### config.mk
export PLATFORM = sky130hd
export DESIGN_NAME = stream_switch_node
export DESIGN_NICKNAME = d
export VERILOG_FILES = /design/src/rtl/ssn_pkg.sv /design/src/rtl/ssn_alloc.sv /design/src/rtl/ssn_xbar.sv /design/src/rtl/stream_switch_node.sv
export SDC_FILE = /design/constraint.sdc
export NUM_CORES = 1
export LEC_CHECK = 0
export ABC_CLOCK_PERIOD_IN_PS = 2400
export BUFFER_PORTS_ARGS = -buffer_cell sky130_fd_sc_hd__buf_2
export CORE_ASPECT_RATIO = 1.75
export CORE_MARGIN = 8
export CORE_UTILIZATION = 47
export DETAILED_ROUTE_END_ITERATION = 10
export GPL_TIMING_DRIVEN = 0
export MAX_ROUTING_LAYER = met4
export PLACE_DENSITY = 0.79
export REMOVE_ABC_BUFFERS = 1
export SKIP_LAST_GASP = 1
export SLEW_MARGIN = 20
export SYNTH_ARGS = -nofsm -noshare
export SYNTH_HDL_FRONTEND = slang
export SYNTH_HIERARCHICAL = 1
export SYNTH_SLANG_ARGS = --single-unit
### constraint.sdc
create_clock -name clk -period 2.4 [get_ports clk]
set_input_delay 0.12 -clock clk [delete_from_list [all_inputs] [get_ports clk]]
set_output_delay 0.12 -clock clk [all_outputs]
set_load 0.005 [all_outputs]
### src/rtl/ssn_pkg.sv
// Shared types for the streaming switch node.
// Assumes destinations and node indices fit in 32-bit unsigned values.
package ssn_pkg;

    typedef enum logic [1:0] {
        RT_LOCAL = 2'd0,
        RT_RIGHT = 2'd1,
        RT_LEFT  = 2'd2
    } route_e;

    // Picks the outgoing direction for a header destination.
    function automatic route_e route_of(input int unsigned dest, input int unsigned self);
        if (dest == self)     return RT_LOCAL;
        else if (dest > self) return RT_RIGHT;
        else                  return RT_LEFT;
    endfunction

endpackage

### src/rtl/ssn_alloc.sv
// Reservation table of the switch node.
// Keeps, per input, whether a stream is bound and which output it holds.
// Keeps, per output, whether it is busy and which input owns it.
// Output index 0 is the consumer, 1..LANES_R the rightbound lanes, and the
// leftbound lanes follow. Lower input index wins a contested output.
// Assumes the last flag of a stream is only seen on an accepted word.
module ssn_alloc
    import ssn_pkg::*;
#(
    parameter int NI      = 5,
    parameter int NO      = 5,
    parameter int LANES_R = 2,
    parameter int LANES_L = 2,
    parameter int ADDR_W  = 4,
    parameter int NODE_ID = 0,
    localparam int IW     = (NI > 1) ? $clog2(NI) : 1,
    localparam int OW     = (NO > 1) ? $clog2(NO) : 1
) (
    input  logic                      clk,
    input  logic                      rst_n,
    input  logic [NI-1:0]             in_valid,
    input  logic [NI-1:0]             in_last,
    input  logic [NI-1:0]             in_ready,
    input  logic [NI-1:0][ADDR_W-1:0] in_dest,
    output logic [NI-1:0]             bound_q,
    output logic [NI-1:0]             hdr_q,
    output logic [NI-1:0][OW-1:0]     tgt_q,
    output logic [NO-1:0]             busy_q,
    output logic [NO-1:0][IW-1:0]     owner_q
);

    logic [NO-1:0]         taken;
    logic [NI-1:0]         gnt;
    logic [NI-1:0][OW-1:0] gsel;
    logic [NI-1:0]         xfer;
    logic                  found;
    route_e                rt;

    // Accepted word on a bound input.
    assign xfer = bound_q & in_valid & in_ready;

    // Grants free outputs to waiting headers in fixed input order.
    always_comb begin
        taken = busy_q;
        gnt   = '0;
        gsel  = '0;
        found = 1'b0;
        rt    = RT_LOCAL;
        for (int i = 0; i < NI; i++) begin
            if (!bound_q[i] && in_valid[i]) begin
                rt    = route_of(32'(in_dest[i]), NODE_ID);
                found = 1'b0;
                if (rt == RT_LOCAL) begin
                    if (!taken[0]) begin
                        gnt[i]   = 1'b1;
                        gsel[i]  = '0;
                        taken[0] = 1'b1;
                    end
                end else if (rt == RT_RIGHT) begin
                    for (int k = 0; k < LANES_R; k++) begin
                        if (!found && !taken[1+k]) begin
                            found      = 1'b1;
                            gnt[i]     = 1'b1;
                            gsel[i]    = OW'(1 + k);
                            taken[1+k] = 1'b1;
                        end
                    end
                end else begin
                    for (int k = 0; k < LANES_L; k++) begin
                        if (!found && !taken[1+LANES_R+k]) begin
                            found              = 1'b1;
                            gnt[i]             = 1'b1;
                            gsel[i]            = OW'(1 + LANES_R + k);
                            taken[1+LANES_R+k] = 1'b1;
                        end
                    end
                end
            end
        end
    end

    // Updates bindings: release on an accepted last word, then new grants.
    always_ff @(posedge clk) begin
        if (!rst_n) begin
            bound_q <= '0;
            hdr_q   <= '0;
            tgt_q   <= '0;
            busy_q  <= '0;
            owner_q <= '0;
        end else begin
            for (int i = 0; i < NI; i++) begin
                if (xfer[i]) hdr_q[i] <= 1'b0;
                if (xfer[i] && in_last[i]) begin
                    bound_q[i] <= 1'b0;
                    for (int o = 0; o < NO; o++)
                        if (tgt_q[i] == OW'(o)) busy_q[o] <= 1'b0;
                end
                if (gnt[i]) begin
                    bound_q[i] <= 1'b1;
                    hdr_q[i]   <= 1'b1;
                    tgt_q[i]   <= gsel[i];
                    for (int o = 0; o < NO; o++) begin
                        if (gsel[i] == OW'(o)) begin
                            busy_q[o]  <= 1'b1;
                            owner_q[o] <= IW'(i);
                        end
                    end
                end
            end
        end
    end

endmodule

### src/rtl/ssn_xbar.sv
// Data crossbar of the switch node.
// Steers each busy output from its owning input and returns ready to inputs.
// A header bound for the consumer (output 0) is swallowed: ready without valid.
// Assumes the reservation table never gives one output to two inputs.
module ssn_xbar #(
    parameter int NI     = 5,
    parameter int NO     = 5,
    parameter int DATA_W = 32,
    localparam int IW    = (NI > 1) ? $clog2(NI) : 1,
    localparam int OW    = (NO > 1) ? $clog2(NO) : 1
) (
    input  logic [NI-1:0][DATA_W-1:0] in_data,
    input  logic [NI-1:0]             in_last,
    input  logic [NI-1:0]             in_valid,
    output logic [NI-1:0]             in_ready,
    input  logic [NI-1:0]             bound_q,
    input  logic [NI-1:0]             hdr_q,
    input  logic [NI-1:0][OW-1:0]     tgt_q,
    input  logic [NO-1:0]             busy_q,
    input  logic [NO-1:0][IW-1:0]     owner_q,
    output logic [NO-1:0][DATA_W-1:0] out_data,
    output logic [NO-1:0]             out_last,
    output logic [NO-1:0]             out_valid,
    input  logic [NO-1:0]             out_ready
);

    // Forward path: each output takes the word of its owner.
    always_comb begin
        out_data  = '0;
        out_last  = '0;
        out_valid = '0;
        for (int o = 0; o < NO; o++) begin
            for (int i = 0; i < NI; i++) begin
                if (busy_q[o] && owner_q[o] == IW'(i)) begin
                    out_data[o]  = in_data[i];
                    out_last[o]  = in_last[i];
                    out_valid[o] = in_valid[i] && !(o == 0 && hdr_q[i]);
                end
            end
        end
    end

    // Return path: a bound input is ready when its output is.
    always_comb begin
        in_ready = '0;
        for (int i = 0; i < NI; i++) begin
            for (int o = 0; o < NO; o++) begin
                if (bound_q[i] && tgt_q[i] == OW'(o))
                    in_ready[i] = (o == 0 && hdr_q[i]) ? 1'b1 : out_ready[o];
            end
        end
    end

endmodule

### src/rtl/stream_switch_node.sv
// One node of a linear chain of circuit-switched stream switches.
// Inputs: rightbound lanes, leftbound lanes, local producer (in that priority).
// Outputs: local consumer, rightbound lanes, leftbound lanes.
// The header's low ADDR_W bits select the route; the last flag ends a stream.
// Assumes at least one lane in each direction and standard valid/ready senders.
module stream_switch_node #(
    parameter int DATA_W  = 32,
    parameter int ADDR_W  = 4,
    parameter int LANES_R = 2,
    parameter int LANES_L = 2,
    parameter int NODE_ID = 2
) (
    input  logic                        clk,
    input  logic                        rst_n,
    input  logic [DATA_W-1:0]           prod_data,
    input  logic                        prod_last,
    input  logic                        prod_valid,
    output logic                        prod_ready,
    output logic [DATA_W-1:0]           cons_data,
    output logic                        cons_last,
    output logic                        cons_valid,
    input  logic                        cons_ready,
    input  logic [LANES_R*DATA_W-1:0]   rin_data,
    input  logic [LANES_R-1:0]          rin_last,
    input  logic [LANES_R-1:0]          rin_valid,
    output logic [LANES_R-1:0]          rin_ready,
    output logic [LANES_R*DATA_W-1:0]   rout_data,
    output logic [LANES_R-1:0]          rout_last,
    output logic [LANES_R-1:0]          rout_valid,
    input  logic [LANES_R-1:0]          rout_ready,
    input  logic [LANES_L*DATA_W-1:0]   lin_data,
    input  logic [LANES_L-1:0]          lin_last,
    input  logic [LANES_L-1:0]          lin_valid,
    output logic [LANES_L-1:0]          lin_ready,
    output logic [LANES_L*DATA_W-1:0]   lout_data,
    output logic [LANES_L-1:0]          lout_last,
    output logic [LANES_L-1:0]          lout_valid,
    input  logic [LANES_L-1:0]          lout_ready
);

    localparam int NI = LANES_R + LANES_L + 1;
    localparam int NO = LANES_R + LANES_L + 1;
    localparam int IW = (NI > 1) ? $clog2(NI) : 1;
    localparam int OW = (NO > 1) ? $clog2(NO) : 1;
    localparam int PI = NI - 1;

    logic [NI-1:0][DATA_W-1:0] i_data;
    logic [NI-1:0]             i_last, i_valid, i_ready;
    logic [NI-1:0][ADDR_W-1:0] i_dest;
    logic [NO-1:0][DATA_W-1:0] o_data;
    logic [NO-1:0]             o_last, o_valid, o_ready;
    logic [NI-1:0]             bound_q, hdr_q;
    logic [NI-1:0][OW-1:0]     tgt_q;
    logic [NO-1:0]             busy_q;
    logic [NO-1:0][IW-1:0]     owner_q;

    // Gathers rightbound lanes into input and output slots.
    for (genvar k = 0; k < LANES_R; k++) begin : g_rb
        assign i_data[k]    = rin_data[k*DATA_W +: DATA_W];
        assign i_last[k]    = rin_last[k];
        assign i_valid[k]   = rin_valid[k];
        assign rin_ready[k] = i_ready[k];
        assign rout_data[k*DATA_W +: DATA_W] = o_data[1+k];
        assign rout_last[k]  = o_last[1+k];
        assign rout_valid[k] = o_valid[1+k];
        assign o_ready[1+k]  = rout_ready[k];
    end

    // Gathers leftbound lanes into input and output slots.
    for (genvar k = 0; k < LANES_L; k++) begin : g_lb
        assign i_data[LANES_R+k]  = lin_data[k*DATA_W +: DATA_W];
        assign i_last[LANES_R+k]  = lin_last[k];
        assign i_valid[LANES_R+k] = lin_valid[k];
        assign lin_ready[k]       = i_ready[LANES_R+k];
        assign lout_data[k*DATA_W +: DATA_W] = o_data[1+LANES_R+k];
        assign lout_last[k]  = o_last[1+LANES_R+k];
        assign lout_valid[k] = o_valid[1+LANES_R+k];
        assign o_ready[1+LANES_R+k] = lout_ready[k];
    end

    // Local producer is the last input; local consumer is output 0.
    assign i_data[PI]  = prod_data;
    assign i_last[PI]  = prod_last;
    assign i_valid[PI] = prod_valid;
    assign prod_ready  = i_ready[PI];
    assign cons_data   = o_data[0];
    assign cons_last   = o_last[0];
    assign cons_valid  = o_valid[0];
    assign o_ready[0]  = cons_ready;

    // Destination field of every input word.
    for (genvar i = 0; i < NI; i++) begin : g_dest
        assign i_dest[i] = i_data[i][ADDR_W-1:0];
    end

    ssn_alloc #(
        .NI(NI), .NO(NO), .LANES_R(LANES_R), .LANES_L(LANES_L),
        .ADDR_W(ADDR_W), .NODE_ID(NODE_ID)
    ) u_alloc (
        .clk(clk), .rst_n(rst_n),
        .in_valid(i_valid), .in_last(i_last), .in_ready(i_ready), .in_dest(i_dest),
        .bound_q(bound_q), .hdr_q(hdr_q), .tgt_q(tgt_q),
        .busy_q(busy_q), .owner_q(owner_q)
    );

    ssn_xbar #(
        .NI(NI), .NO(NO), .DATA_W(DATA_W)
    ) u_xbar (
        .in_data(i_data), .in_last(i_last), .in_valid(i_valid), .in_ready(i_ready),
        .bound_q(bound_q), .hdr_q(hdr_q), .tgt_q(tgt_q),
        .busy_q(busy_q), .owner_q(owner_q),
        .out_data(o_data), .out_last(o_last), .out_valid(o_valid), .out_ready(o_ready)
    );

endmodule

==> results.sh <==
export IMPL_outcome="finished, violations left"
export IMPL_violations="setup timing"
export IMPL_fin_crit_sh=1.028
export IMPL_ant_nets=0
export IMPL_leakagePower_nw=4.840
export IMPL_place_congestion=1.068
export IMPL_ys_seq_elements=45
export IMPL_maxCapViolations=0
export IMPL_start_util=0.4782
export IMPL_skew_ps=12.10
export IMPL_cts_tree="done"
export IMPL_clk_pin_slew_ps=70
export IMPL_hold_path_depth=4
export IMPL_p_per_area_nw_per_um2=440.5
export IMPL_finalInstanceArea_um2=12430
export IMPL_first_pass_iters=6
export IMPL_grt_usage=0.3641
export IMPL_grt_pass1_vias=11830
export IMPL_cts_sinks=45
export IMPL_worstPathRequired_ps=2580
export IMPL_drive_above_1_share=0.4868
export IMPL_final_setup_worst_slack_ps=-68.08
export IMPL_crit_fanout=6
export IMPL_synth_top_cell_area_share=0.2971
export IMPL_setup_violations=4
export IMPL_clkLatencyLatePin_ps=300
export IMPL_yosys_area_top_type="mux4_2"
export IMPL_r2r_end="u_alloc/busy_q[4]$_SDFF_PN0_"
export IMPL_r2r_cells=10
export IMPL_grt_max_degree=36
export IMPL_core_area_um2=20290
export IMPL_r2r_start="u_alloc/tgt_q[3]$_SDFFE_PN0N_"
export IMPL_syn_to_final_growth_pct=28.17
export IMPL_async_reset_ff_frac=0
export IMPL_cp_num_cells=10
export IMPL_yosysSeqAreaShare=0.09286
export IMPL_placed_area_um2=11630
export IMPL_vias_per_cell=7.587
export IMPL_clockRootBuffer="clkbuf_16"
export IMPL_reg2reg_slack_ps=-70
export IMPL_worst_path_max_delay_cell="dfxtp_4"
export IMPL_antenna_found_initial=1
export IMPL_wl_um=48930
export IMPL_cp_arrival_ps=2650
export IMPL_drc_errors=0
export IMPL_numPlacedInstances=1566
export IMPL_holdBufCountCts=0
export IMPL_syn_cell_area_um2=9702
export IMPL_final_instance_count_excl_fill=1612
export IMPL_tightest_slew_ps=985.7
export IMPL_synthDistinctLibCells=89
export IMPL_slew_violations=0
export IMPL_relSlewSlack=0.3422
export IMPL_io_pins=352
export IMPL_finalHoldViolCount=0
export IMPL_grt_pass1_wl_um=71950
export IMPL_cts_buffers=5
export IMPL_cp_start_kind="register"
export IMPL_placementRows=69
export IMPL_synth_warnings=6
export IMPL_critPathMaxStageDelay_ps=390
export IMPL_cp_top_family="simple AND/OR/NAND/NOR gates"
export IMPL_final_util=0.6129
export IMPL_die_h_um=206.1
export IMPL_gr_total_overflow=0
export IMPL_dp_hpwl_um=35460
export IMPL_vias=12230
export IMPL_p_total_mw=5.477
export IMPL_hold_class="primary input to register"
export IMPL_syn_inst=1054
export IMPL_fillers=1789
export IMPL_dr_first_iter_drc_count=1989
export IMPL_die_area_um2=25680
export IMPL_nets=1538
export IMPL_synth_flop_cell="dfxtp_1"
export IMPL_h_tree_depth=2
export IMPL_detailedPlace_worstSlack_ps=-858.5
export IMPL_holdCritStartpoint="lin_last[0]"
export IMPL_clock_path_buffers=2
export IMPL_layout_commonest_cell="buf_2"
export IMPL_holdPathEnd="u_alloc/bound_q[2]$_SDFFE_PN0P_"
export IMPL_synthTopCellsByArea="mux4_2, a22o_1, dfxtp_1"
export IMPL_timing_final_crit_period_ps=2468
export IMPL_die_w_um=124.6
export IMPL_wl_per_cell_um=30.35
export IMPL_io_buffer_count=351
export IMPL_final_cell_mix="buf_2, a22o_1, mux4_2, nand2_1, nor2_1"
export IMPL_cp_cell_sequence="mux2i_1, nor3b_1, o31a_1, nand4_1, nor4b_2, nor2_2, mux2_2, a221o_1, a21oi_2, a21oi_1"
export IMPL_synth_area_per_cell_um2=9.205
export IMPL_ir_worst_vdd_uv=321.9
export IMPL_cp_end_kind="register"
export IMPL_synth_edf_count=0
export IMPL_crit_buf_inv=0
export IMPL_path_class="register to register"
export IMPL_rsz0062_at_grt="true"
export IMPL_fmax_mhz=405.2
## per-stage QoR
stage,setup TNS [ps],hold WS (ps)
2_1_floorplan,-134240,236.2
3_3_place_gp,-550990,455.6
3_5_place_dp,-41540,462.6
4_1_cts,-512.6,211.8
5_1_grt,-808.5,262.7
6_report,-199.2,229.6
## final cells by class
class / instances / area, µm² / share of cell area
antenna: 2 / 5.005 / 0.0004025
clock buffer: 6 / 128.9 / 0.01036
clock inverter: 2 / 13.76 / 0.001107
inverter: 15 / 56.30 / 0.004528
multi-input combinational: 888 / 8532 / 0.6862
sequential: 45 / 972.2 / 0.07818
tap: 248 / 310.3 / 0.02495
timing repair buffer: 406 / 2416 / 0.1943
## tightest hold or removal path, stage by stage
cell and delay, ps:
buf_2 150, nand3_1 100, nand2_1 90, a21oi_2 40
## kinds of logic after synthesis
| family | Yosys count | share of synthesized area |
|---|---|---|
| buffers and inverters | 123 | 0.07209 |
| AND/OR/NAND/NOR | 312 | 0.1806 |
| XOR/XNOR | 4 | 0.003611 |
| AO/OA/AOI/OAI | 419 | 0.3293 |
| multiplexers | 147 | 0.3174 |
| adder cells (fa/ha/maj) | 4 | 0.004256 |
| flip-flops | 45 | 0.09285 |
## power by group
group / internal, mW / leakage, nW / total [mW] / switching, mW
Clock: 0.388 / 0.0674 / 0.701 / 0.313
Sequential: 0.837 / 0.384 / 1.21 / 0.377
Combinational: 1.73 / 4.39 / 3.56 / 1.83
## state kept, by name (all words and copies together) (netlist names)
| signal | flops |
|---|---|
| u_alloc/hdr_q | 5 |
| u_alloc/bound_q | 5 |
| u_alloc/busy_q | 5 |
| u_alloc/tgt_q | 15 |
| u_alloc/owner_q | 15 |
## what timing repair did
action | CTS | global route
resized for setup | 44 | 53
setup endpoints to repair | 200 | 84
setup buffers | 17 | 17
pin swaps | 12 | 20
gates cloned | 0 | 2
## cells in the mapped netlist (5+ instances only)
cell type,number
a22o_1,129
mux4_2,128
nand2_1,63
nor2_1,61
a21oi_1,50
buf_2,49
dfxtp_1,45
nor2b_1,42
o21ai_0,34
a211oi_1,32
clkbuf_1,32
o221ai_1,30
a22oi_1,27
o22ai_1,27
nor3_1,24
nand2b_1,22
nand3_1,20
inv_1,15
mux2i_1,14
buf_6,13
a31oi_1,12
nand4_1,9
o22a_1,9
nor4bb_1,8
a2111oi_0,7
o211ai_1,7
o21a_1,7
a211o_1,6
nor3b_1,6
nor4b_1,6
o31a_1,6
and3_1,5
mux2_2,5
nor4_1,5
or3_1,5
## metal layers
| layer | track usage | vias to the layer above | wire (µm) |
|---|---|---|---|
| met5 | - | - | 0 |
| met4 | 0.2062 | 0 | 3338 |
| met3 | 0.06393 | 248 | 5549 |
| met2 | 0.6262 | 1132 | 24350 |
| met1 | 0.3911 | 5786 | 15700 |
| li1 | - | 5065 | - |
## worst max path at each step
stage,startpoint,end,slack [ps]
2_1_floorplan,u_alloc/owner_q[3]$_SDFF_PN0_,rout_data[0],-1770
3_3_place_gp,u_alloc/owner_q[3]$_SDFF_PN0_,rout_data[12],-5460
3_5_place_dp,u_alloc/tgt_q[6]$_SDFFE_PN0N_,u_alloc/busy_q[1]$_SDFF_PN0_,-860
4_1_cts,u_alloc/tgt_q[6]$_SDFFE_PN0N_,u_alloc/busy_q[1]$_SDFF_PN0_,-160
5_1_grt,u_alloc/tgt_q[8]$_SDFFE_PN0N_,u_alloc/busy_q[1]$_SDFF_PN0_,-180
6_report,u_alloc/tgt_q[3]$_SDFFE_PN0N_,u_alloc/busy_q[4]$_SDFF_PN0_,-70
Power figures use the tool's default switching activity.
